<file path="src/rtl/dbg_wcmd_pkg.sv">
package dbg_wcmd_pkg;
  localparam int unsigned ADDR_W  = 24;
  localparam int unsigned DATA_W  = 32;
  localparam int unsigned SHIFT_W = ADDR_W + DATA_W;
  localparam int unsigned CNT_W   = 3;

  typedef enum logic [2:0] {K_NONE, K_MEM, K_REG, K_DCR, K_RES, K_BAD} kind_t;
  typedef enum logic [1:0] {S_IDLE, S_COLL, S_WAIT} state_t;

  typedef struct packed {
    kind_t            kind;
    logic             with_stat;
    logic [1:0]       sz;
    logic [1:0]       cls;
    logic [3:0]       idx;
    logic [CNT_W-1:0] nbytes;
  } dec_t;
endpackage

</file>
<file path="src/rtl/dbg_wcmd_opdec.sv">
module dbg_wcmd_opdec
  import dbg_wcmd_pkg::*;
#(
  parameter logic [7:0] RESUME_OP = 8'h0C
) (
  input  logic [7:0] op,
  output dec_t       dec
);
  always_comb begin
    dec      = '0;
    dec.kind = K_NONE;
    if (op[7:4] == 4'h1 && !op[1]) begin
      dec.sz        = op[3:2];
      dec.with_stat = op[0];
      if (op[3:2] == 2'd3) begin
        dec.kind = K_BAD;
      end else begin
        dec.kind   = K_MEM;
        dec.nbytes = CNT_W'(3) + (CNT_W'(1) << op[3:2]);
      end
    end else if (op[5:4] == 2'b00 && op[7:6] != 2'b00) begin
      dec.kind   = K_REG;
      dec.cls    = op[7:6];
      dec.idx    = op[3:0];
      dec.nbytes = CNT_W'(4);
    end else if (op[7:2] == 6'b000011 && op[1:0] != 2'b00) begin
      dec.kind   = K_DCR;
      dec.idx    = {2'b00, 2'(op[1:0] - 2'd1)};
      dec.nbytes = CNT_W'(1);
    end else if (op == RESUME_OP) begin
      dec.kind = K_RES;
    end
  end
endmodule

</file>
<file path="src/rtl/dbg_wcmd_shift.sv">
module dbg_wcmd_shift #(
  parameter int unsigned W = 56
) (
  input  logic         clk,
  input  logic         rst_n,
  input  logic         clr,
  input  logic         shift_en,
  input  logic [7:0]   din,
  output logic [W-1:0] q
);
  logic [W-1:0] q_n;

  always_comb begin
    q_n = q;
    if (clr)           q_n = '0;
    else if (shift_en) q_n = {q[W-9:0], din};
  end

  always_ff @(posedge clk or negedge rst_n) begin
    if (!rst_n)                q <= '0;
    else if (clr || shift_en)  q <= q_n;
  end
endmodule

</file>
<file path="src/rtl/dbg_wcmd_dec.sv">
module dbg_wcmd_dec
  import dbg_wcmd_pkg::*;
(
  input  logic              clk,
  input  logic              rst_n,
  input  logic              rx_vld,
  input  logic [7:0]        rx_byte,
  input  logic              ack_en,
  input  logic              cpu_halted,
  output logic              mem_req,
  output logic [ADDR_W-1:0] mem_addr,
  output logic [1:0]        mem_size,
  output logic [DATA_W-1:0] mem_wdata,
  input  logic              mem_done,
  input  logic              mem_err,
  output logic              reg_req,
  output logic [1:0]        reg_class,
  output logic [3:0]        reg_idx,
  output logic [DATA_W-1:0] reg_wdata,
  input  logic              reg_done,
  output logic              dcr_req,
  output logic [1:0]        dcr_sel,
  output logic [7:0]        dcr_wbyte,
  output logic              resume_req,
  output logic              stat_vld,
  output logic [7:0]        stat_byte,
  output logic              ack_pulse,
  output logic              err_size,
  output logic              err_overrun
);
  state_t             st_q, st_n;
  dec_t               cmd_q, cmd_n, dec;
  logic [CNT_W-1:0]   cnt_q, cnt_n;
  logic [SHIFT_W-1:0] sh;
  logic               sh_clr, sh_en, done;
  logic               ack_n, statv_n, esz_n, eovr_n;
  logic [7:0]         statb_n;

  dbg_wcmd_opdec u_opdec (.op(rx_byte), .dec(dec));

  dbg_wcmd_shift #(.W(SHIFT_W)) u_shift (
    .clk(clk), .rst_n(rst_n), .clr(sh_clr), .shift_en(sh_en),
    .din(rx_byte), .q(sh)
  );

  always_comb begin
    case (cmd_q.kind)
      K_MEM:   done = mem_done;
      K_REG:   done = reg_done;
      default: done = 1'b1;
    endcase
  end

  always_comb begin
    st_n    = st_q;
    cmd_n   = cmd_q;
    cnt_n   = cnt_q;
    sh_clr  = 1'b0;
    sh_en   = 1'b0;
    ack_n   = 1'b0;
    statv_n = 1'b0;
    statb_n = stat_byte;
    esz_n   = 1'b0;
    eovr_n  = 1'b0;
    case (st_q)
      S_IDLE: if (rx_vld) begin
        sh_clr = 1'b1;
        case (dec.kind)
          K_MEM, K_REG, K_DCR: begin
            cmd_n = dec;
            cnt_n = dec.nbytes;
            st_n  = S_COLL;
          end
          K_RES: if (cpu_halted) begin
            cmd_n = dec;
            st_n  = S_WAIT;
          end
          K_BAD:   esz_n = 1'b1;
          default: ;
        endcase
      end
      S_COLL: if (rx_vld) begin
        sh_en = 1'b1;
        cnt_n = cnt_q - CNT_W'(1);
        if (cnt_q == CNT_W'(1)) st_n = S_WAIT;
      end
      S_WAIT: begin
        eovr_n = rx_vld;
        if (done) begin
          st_n  = S_IDLE;
          ack_n = ack_en;
          if (cmd_q.kind == K_MEM && cmd_q.with_stat) begin
            statv_n = 1'b1;
            statb_n = {1'b1, mem_err, 6'b000000};
          end
        end
      end
      default: st_n = S_IDLE;
    endcase
  end

  always_ff @(posedge clk or negedge rst_n) begin
    if (!rst_n) begin
      st_q        <= S_IDLE;
      cmd_q       <= '0;
      cnt_q       <= '0;
      ack_pulse   <= 1'b0;
      stat_vld    <= 1'b0;
      stat_byte   <= '0;
      err_size    <= 1'b0;
      err_overrun <= 1'b0;
    end else begin
      st_q        <= st_n;
      cmd_q       <= cmd_n;
      cnt_q       <= cnt_n;
      ack_pulse   <= ack_n;
      stat_vld    <= statv_n;
      stat_byte   <= statb_n;
      err_size    <= esz_n;
      err_overrun <= eovr_n;
    end
  end

  assign mem_req    = (st_q == S_WAIT) && (cmd_q.kind == K_MEM);
  assign reg_req    = (st_q == S_WAIT) && (cmd_q.kind == K_REG);
  assign dcr_req    = (st_q == S_WAIT) && (cmd_q.kind == K_DCR);
  assign resume_req = (st_q == S_WAIT) && (cmd_q.kind == K_RES);
  assign mem_size   = cmd_q.sz;

  always_comb begin
    case (cmd_q.sz)
      2'd0: begin
        mem_addr  = sh[ADDR_W+7:8];
        mem_wdata = {{(DATA_W-8){1'b0}}, sh[7:0]};
      end
      2'd1: begin
        mem_addr  = sh[ADDR_W+15:16];
        mem_wdata = {{(DATA_W-16){1'b0}}, sh[15:0]};
      end
      default: begin
        mem_addr  = sh[ADDR_W+DATA_W-1:DATA_W];
        mem_wdata = sh[DATA_W-1:0];
      end
    endcase
  end

  assign reg_class = cmd_q.cls;
  assign reg_idx   = cmd_q.idx;
  assign reg_wdata = sh[DATA_W-1:0];
  assign dcr_sel   = cmd_q.idx[1:0];
  assign dcr_wbyte = sh[7:0];


  mem_hold_chk: assert property (@(posedge clk) disable iff (!rst_n)
    (mem_req && !mem_done) |=> (mem_req && $stable(mem_addr) && $stable(mem_wdata)));

  reg_hold_chk: assert property (@(posedge clk) disable iff (!rst_n)
    (reg_req && !reg_done) |=> (reg_req && $stable(reg_wdata) && $stable(reg_idx)));

  dcr_single_chk: assert property (@(posedge clk) disable iff (!rst_n)
    dcr_req |=> !dcr_req);

  resume_halted_chk: assert property (@(posedge clk) disable iff (!rst_n)
    $rose(resume_req) |-> $past(cpu_halted));

  ack_single_chk: assert property (@(posedge clk) disable iff (!rst_n)
    ack_pulse |=> !ack_pulse);

  stat_single_chk: assert property (@(posedge clk) disable iff (!rst_n)
    stat_vld |=> !stat_vld);

  one_req_chk: assert property (@(posedge clk) disable iff (!rst_n)
    $onehot0({mem_req, reg_req, dcr_req, resume_req}));

  ovr_keep_chk: assert property (@(posedge clk) disable iff (!rst_n)
    (mem_req && rx_vld && !mem_done) |=> $stable(mem_addr) && $stable(mem_wdata));
endmodule

</file>
<file path="config.mk">
export PLATFORM = sky130hd
export DESIGN_NAME = dbg_wcmd_dec
export DESIGN_NICKNAME = d
export VERILOG_FILES = /design/src/rtl/dbg_wcmd_pkg.sv /design/src/rtl/dbg_wcmd_opdec.sv /design/src/rtl/dbg_wcmd_shift.sv /design/src/rtl/dbg_wcmd_dec.sv
export SDC_FILE = /design/constraint.sdc
export NUM_CORES = 1
export LEC_CHECK = 0
export BUFFER_PORTS_ARGS = -buffer_cell sky130_fd_sc_hd__clkbuf_2
export CORE_ASPECT_RATIO = 0.6
export CORE_MARGIN = 2
export CORE_UTILIZATION = 52
export DETAILED_ROUTE_END_ITERATION = 16
export GPL_ROUTABILITY_DRIVEN = 0
export GPL_TIMING_DRIVEN = 0
export PLACE_DENSITY = 0.84
export SLEW_MARGIN = 20
export SYNTH_ARGS = -nofsm -noshare
export SYNTH_HDL_FRONTEND = slang
export SYNTH_SLANG_ARGS = --single-unit
export TNS_END_PERCENT = 100
</file>
<file path="constraint.sdc">
create_clock -name clk -period 1.82 [get_ports clk]
set_clock_uncertainty 0.05 [all_clocks]
set_input_delay 0.364 -clock clk [delete_from_list [all_inputs] [get_ports clk]]
set_output_delay 0.364 -clock clk [all_outputs]
set_load 0.005 [all_outputs]
</file>
Yosys cells after proc, flatten, opt, wreduce, memory -nomap -nowiden
Index checks and enable logic that the tools add are counted.

Bits in registers: 79. Input port bits: 16. Output and inout bits: 122. Logic and storage cells: 108.

Add/sub/neg operators: 3. Eq/ne operators: 25. Shift-type cells: 1. Muxes and demuxes: 42. Reductions and logical operators: 24.

Operator list (number): $mux 56 (2); $pmux 32 s2 (1); $pmux 24 s2 (1); $mux 3 (11); $pmux 15 s2 (1); $mux 15 (1); $eq 3x2->1 const B (4); $mux 1 (12); $mux 2 (6); $ne 2x2->1 const B (5); $reduce_bool 2->1 (5); $eq 3x1->1 const B (3); $eq 3x3->1 const B (3); $eq 8x4->1 const B (1); $logic_and 1x1->1 (8); $reduce_and 4->1 (2); $mux 7 (1); $eq 6x2->1 const B (1); $logic_not 2->1 (3); $mux 6 (1); $pmux 2 s3 (1); $pmux 3 s2 (1); $reduce_and 6->1 (1); $mux 5 (1); other kinds (17) (19).

Logic depth before layout (Yosys ltp)
Depth after elaboration: 10. Depth in mapped cells: 7. Mapped depth without buffers: 6.

Modules after synthesis
Synthesis repeated with hierarchy kept, for this count alone.

Cells, all modules: 441. Area total of the unflattened synthesis: 4545.6 µm².

By module, submodules not included: dbg_wcmd_shift (instances 1, cells an instance 180, area each 2294.7 µm², seq. area each 1401.3 µm²); dbg_wcmd_dec (instances 1, cells an instance 230, area each 2054.5 µm², seq. area each 575.6 µm²); dbg_wcmd_opdec (instances 1, cells an instance 31, area each 196.4 µm², seq. area each 0.0 µm²).

Least setup slack after synthesis
OpenSTA, ideal clock, no wires.

Kind: in2reg. Start: input port rx_byte[2]. End: register cmd_q[11] (netlist name). Library setup time: 125 ps. Arrival: 1513 ps. Data required time: 1645 ps. Path slack: 132 ps. Stages on the path: 5. Buffers on the path: 1. Path through: ha_1 and4b_1 o2bb2ai_2 buf_6 mux2_4.

Longest elaborated chain between the ends: 9. Elaborated cells between the ends (all ways): 18. Classes of those cells: eq/ne (8); mux (6); reduce/logical (4).

Ends and longest elaborated chain: from (decl) (RTL line dbg_wcmd_dec.sv:7) `input logic [7:0] rx_byte,`; $eq 8x4->1 or $eq 6x2->1 (tied branches) (RTL line dbg_wcmd_opdec.sv:30, dbg_wcmd_opdec.sv:26); $mux 3 or $logic_and 1x1->1 (tied branches) (RTL line dbg_wcmd_opdec.sv:30, dbg_wcmd_opdec.sv:26); $mux 3 (RTL line dbg_wcmd_opdec.sv:26) `end else if (op[7:2] == 6'b000011 && op[1:0] != 2'b00) begin`; $mux 3 (RTL line dbg_wcmd_opdec.sv:21) `end else if (op[5:4] == 2'b00 && op[7:6] != 2'b00) begin`; $mux 3 (*) (RTL line dbg_wcmd_opdec.sv:12) `if (op[7:4] == 4'h1 && !op[1]) begin`; $eq 3x1->1 or $eq 3x2->1 (tied branches) (RTL line dbg_wcmd_dec.sv:68) `case (dec.kind)`; $reduce_or 3->1 (RTL line dbg_wcmd_dec.sv:68); $reduce_bool 2->1 (no line); $reduce_and 4->1 (no line); to (signal assigned) (RTL line dbg_wcmd_dec.sv:114) `cmd_q <= cmd_n;`; to (decl) (RTL line dbg_wcmd_dec.sv:32) `dec_t cmd_q, cmd_n, dec;`.

Mark *: on every way between the ends. The rest lies on a longest branch, timed or not. A chain may end at the register's enable or synchronous reset.

Worst setup path in the final report
Start: register cmd_q, in the netlist mem_size[0]. End: output port mem_addr[19].

Longest elaborated chain between the ends: 2. Elaborated cells between the ends (all ways): 3. Classes of those cells: eq/ne (1); mux (1); reduce/logical (1).

Ends and longest elaborated chain: $eq 2x1->1 or $logic_not 2->1 (tied branches) (RTL line dbg_wcmd_dec.sv:131) `case (cmd_q.sz)`; $pmux 24 s2 (*) (RTL line dbg_wcmd_dec.sv:131); to (decl) (RTL line dbg_wcmd_dec.sv:11) `output logic [ADDR_W-1:0] mem_addr,`.

Marks and branches as above.

==> metrics.md <==
| Metric | Value |
|---|---|
| Outcome | `complete, but fails checks` |
| Violated checks | `setup timing` |
| Pleak | `3.28 nW` |
| Synth async-reset ratio | `1.00` |
| Chip width | `126 microns` |
| Final Max Tran Viols | `0` |
| Initial DRC count | `462` |
| CP startpoint kind | `register` |
| # DRC | `0` |
| Nets | `718` |
| Clk buf depth | `2` |
| Root buf cell | `clkbuf_16` |
| Post-Synthesis Cell Area | `4620 sq um` |
| Worst Path Buf+Inv | `3` |
| Worst-margin pin slew | `0.503 ns` |
| Critical Path Start | `mem_size[0]$_DFFE_PN0P_` |
| Chip height | `77.0 microns` |
| Synth cell types | `47` |
| Slew margin rel. | `0.665` |
| Top cell family by delay on the critical path | `buffers and inverters` |
| Clock transition at the registers of the reported paths | `0.06 ns` |
| #FFs+latches synth | `79` |
| Crit path DAT | `1.55 ns` |
| Final Power | `0.00741 W` |
| Worst R2R Start | `st_q[1]$_DFFE_PN0P_` |
| CTS Sinks | `79` |
| Mapped Avg Cell Area | `8.53 sq um` |
| Largest net degree at the start of global routing | `52` |
| Synth area leaders | `dfrtp_1, nand2_1, buf_4` |
| Number of antenna violations at the first check in global routing | `0` |
| Max stage delay on crit path | `0.39 ns` |
| Final Non-Filler Cells | `814` |
| Final hold violations | `0` |
| Ys flop type | `dfrtp_1` |
| Final Cycle Share | `1.08` |
| Critical Path Stages | `5` |
| Inserted Diodes | `0` |
| Post-Place Cells | `790` |
| DRT Wirelength | `14200 microns` |
| DPL Wire Length | `9770 microns` |
| Skew-Pair Late Insertion Delay | `0.34 ns` |
| Unrepaired setup endpoints after global routing | `true` |
| FF-to-FF path depth | `5` |
| CP max stage cell | `dfrtp_1` |
| Leading area contributor after synthesis | `dfrtp_1` |
| Total of max-cap violations | `0` |
| Area of the die | `9670 sq um` |
| Reg2Reg Capture Point | `u_shift.q[25]$_DFFE_PN0P_` |
| Worst vdd ir | `0.717 mV` |
| Critical Path, Cell by Cell | `buf_6 -> buf_12 -> mux2i_1 -> o21ai_1 -> buf_2` |
| Worst path required time | `1.41 ns` |
| I/O pins | `138` |
| Gate Count Post-Synth | `541` |
| Min-delay worst type | `primary input to register` |
| Worst setup endpoint | `mem_addr[19]` |
| Warnings, synthesis | `0` |
| Gr usage total | `0.290` |
| Row Count | `26` |
| TNS Setup | `-1.87 ns` |
| Post-synth EDFFs | `0` |
| CP max FO | `8` |
| Fin crit period | `1.96 ns` |
| R2r setup slk | `0.06 ns` |
| CTS tree | `yes` |
| IO Port Bufs | `131` |
| Initial Util | `0.540` |
| Power density over cell area | `1230 nW/um^2` |
| Detail Route Antenna Nets | `0` |
| First-pass GRT wire length | `22300 microns` |
| Area share of the largest cell type after synthesis | `0.428` |
| Final WS setup | `-0.140 ns` |
| Layout cells sized above 1 | `0.377` |
| Fmax achieved | `510 MHz` |
| Sequential element share of the synthesized area | `0.428` |
| Routed WL per cell | `17.4 microns` |
| Area grow syn2layout | `30.1%` |
| Final Setup Violations | `32` |
| Via-to-Cell Ratio | `5.57` |
| CTS buffer count | `9` |
| Via Count | `4531` |
| WS Path Type | `register to primary output` |
| Vias in the first global route | `4307` |
| Remaining Overflow, GRT | `0` |
| Core box area | `8560 sq um` |
| Critical Path End Type | `primary output` |
| CTS HTree Levels | `3` |
| First-pass detailed-route iteration total | `6` |
## worst min path at each step
stage / slack (ns) / cells after the start / startpoint / to
finish: 0.22 / 2 / ack_en / ack_pulse$_DFF_PN0_
global route: 0.22 / 2 / ack_en / ack_pulse$_DFF_PN0_
CTS: 0.22 / 2 / ack_en / ack_pulse$_DFF_PN0_
detailed placement: 0.31 / 1 / rst_n / u_shift.q[26]$_DFFE_PN0P_
global placement: 0.40 / 2 / u_shift.q[53]$_DFFE_PN0P_ / u_shift.q[53]$_DFFE_PN0P_
floorplan: 0.02 / 0 / rst_n / ack_pulse$_DFF_PN0_
## worst reg2reg max path, stage by stage, from the launching register on
cell	delay, ns
dfrtp_2	0.47
nor2b_1	0.13
clkbuf_1	0.36
clkbuf_1	0.45
nand3_1	0.14
nand2_1	0.10
## timing repair
item,in CTS,in global routing
gates resized for setup,51,33
hold buffers,1,0
pin swaps,1,2
gates cloned,0,1
setup buffers,5,1
endpoints found under the hold margin,28,0
endpoints found under the setup margin,46,60
## power by group
part           switching (W)  internal, W  total, W
logic                0.00146      0.00148   0.00294
clock network       0.000742      0.00120   0.00194
registers           0.000471      0.00206   0.00253
total                0.00267      0.00474   0.00741
## flip-flops by register name, indices dropped and copies added, names as in the netlist
signal,cells
cnt_q,3
reg_class,2
err_overrun,1
stat_byte,2
cmd_q,4
u_shift.q,56
reg_idx,4
mem_size,2
stat_vld,1
st_q,2
ack_pulse,1
err_size,1
## cell type report
class | count | area (sq um)
buffer | 95 | 701
clock buffer | 10 | 229
clock inverter | 6 | 85.1
fill | 643 | 2550
inverter | 12 | 45.0
multi-input combinational | 360 | 2060
sequential | 79 | 1980
tap | 112 | 140
timing repair buffer | 140 | 766
## cells by family after synthesis
family | share of synthesized area
and+or+nand+nor | 0.270
buffers and inverters | 0.143
DFF | 0.428
AOI/OAI and AO/OA | 0.0648
muxes | 0.0789
adders and majority gates | 0.0136
other | 0.000812
## per-layer routing
metal	vias up	track usage	wire length, microns
met5	-	0	0
li1	2030	-	-
met4	0	0.0989	326
met3	42	0.0712	1570
met2	305	0.439	6340
met1	2154	0.410	5920
## cells in the mapped netlist, types with 3 or more instances
cell,count
buf_2,4
and2_1,17
ha_1,5
nor2b_1,12
inv_1,12
mux2i_1,30
clkbuf_1,24
nand2b_1,5
a21oi_1,5
nor2_1,7
o21ai_0,33
nand3_1,54
or2_2,3
dfrtp_1,79
o21a_1,3
and3_1,5
buf_4,64
mux2_2,3
nand2_1,144
## placed cells by master, fill, tap and decap left out, drive strengths merged, types with 5 or more instances in the layout
cell type,instances
clkbuf,154
nand3,54
o21ai,33
mux2i,30
buf,90
nor2b,12
conb,6
and2,17
nor2,9
and3,5
inv,12
nand2b,6
a21oi,5
mux2,5
nand2,145
ha,5
dfrtp,79
## stage by stage
stage                      util  instance area [sq um]  hold WS, ns  worst slack (ns)
after global routing      0.702                   6000        0.222            -0.151
after detailed placement  0.638                   5460        0.314            -0.194
after global placement    0.635                   5430        0.400            -0.402
final                     0.702                   6000        0.218            -0.140
after CTS                 0.692                   5920        0.221           -0.0929
after floorplan               -                   4640       0.0184             0.132
(Power assumes the default switching activity.)
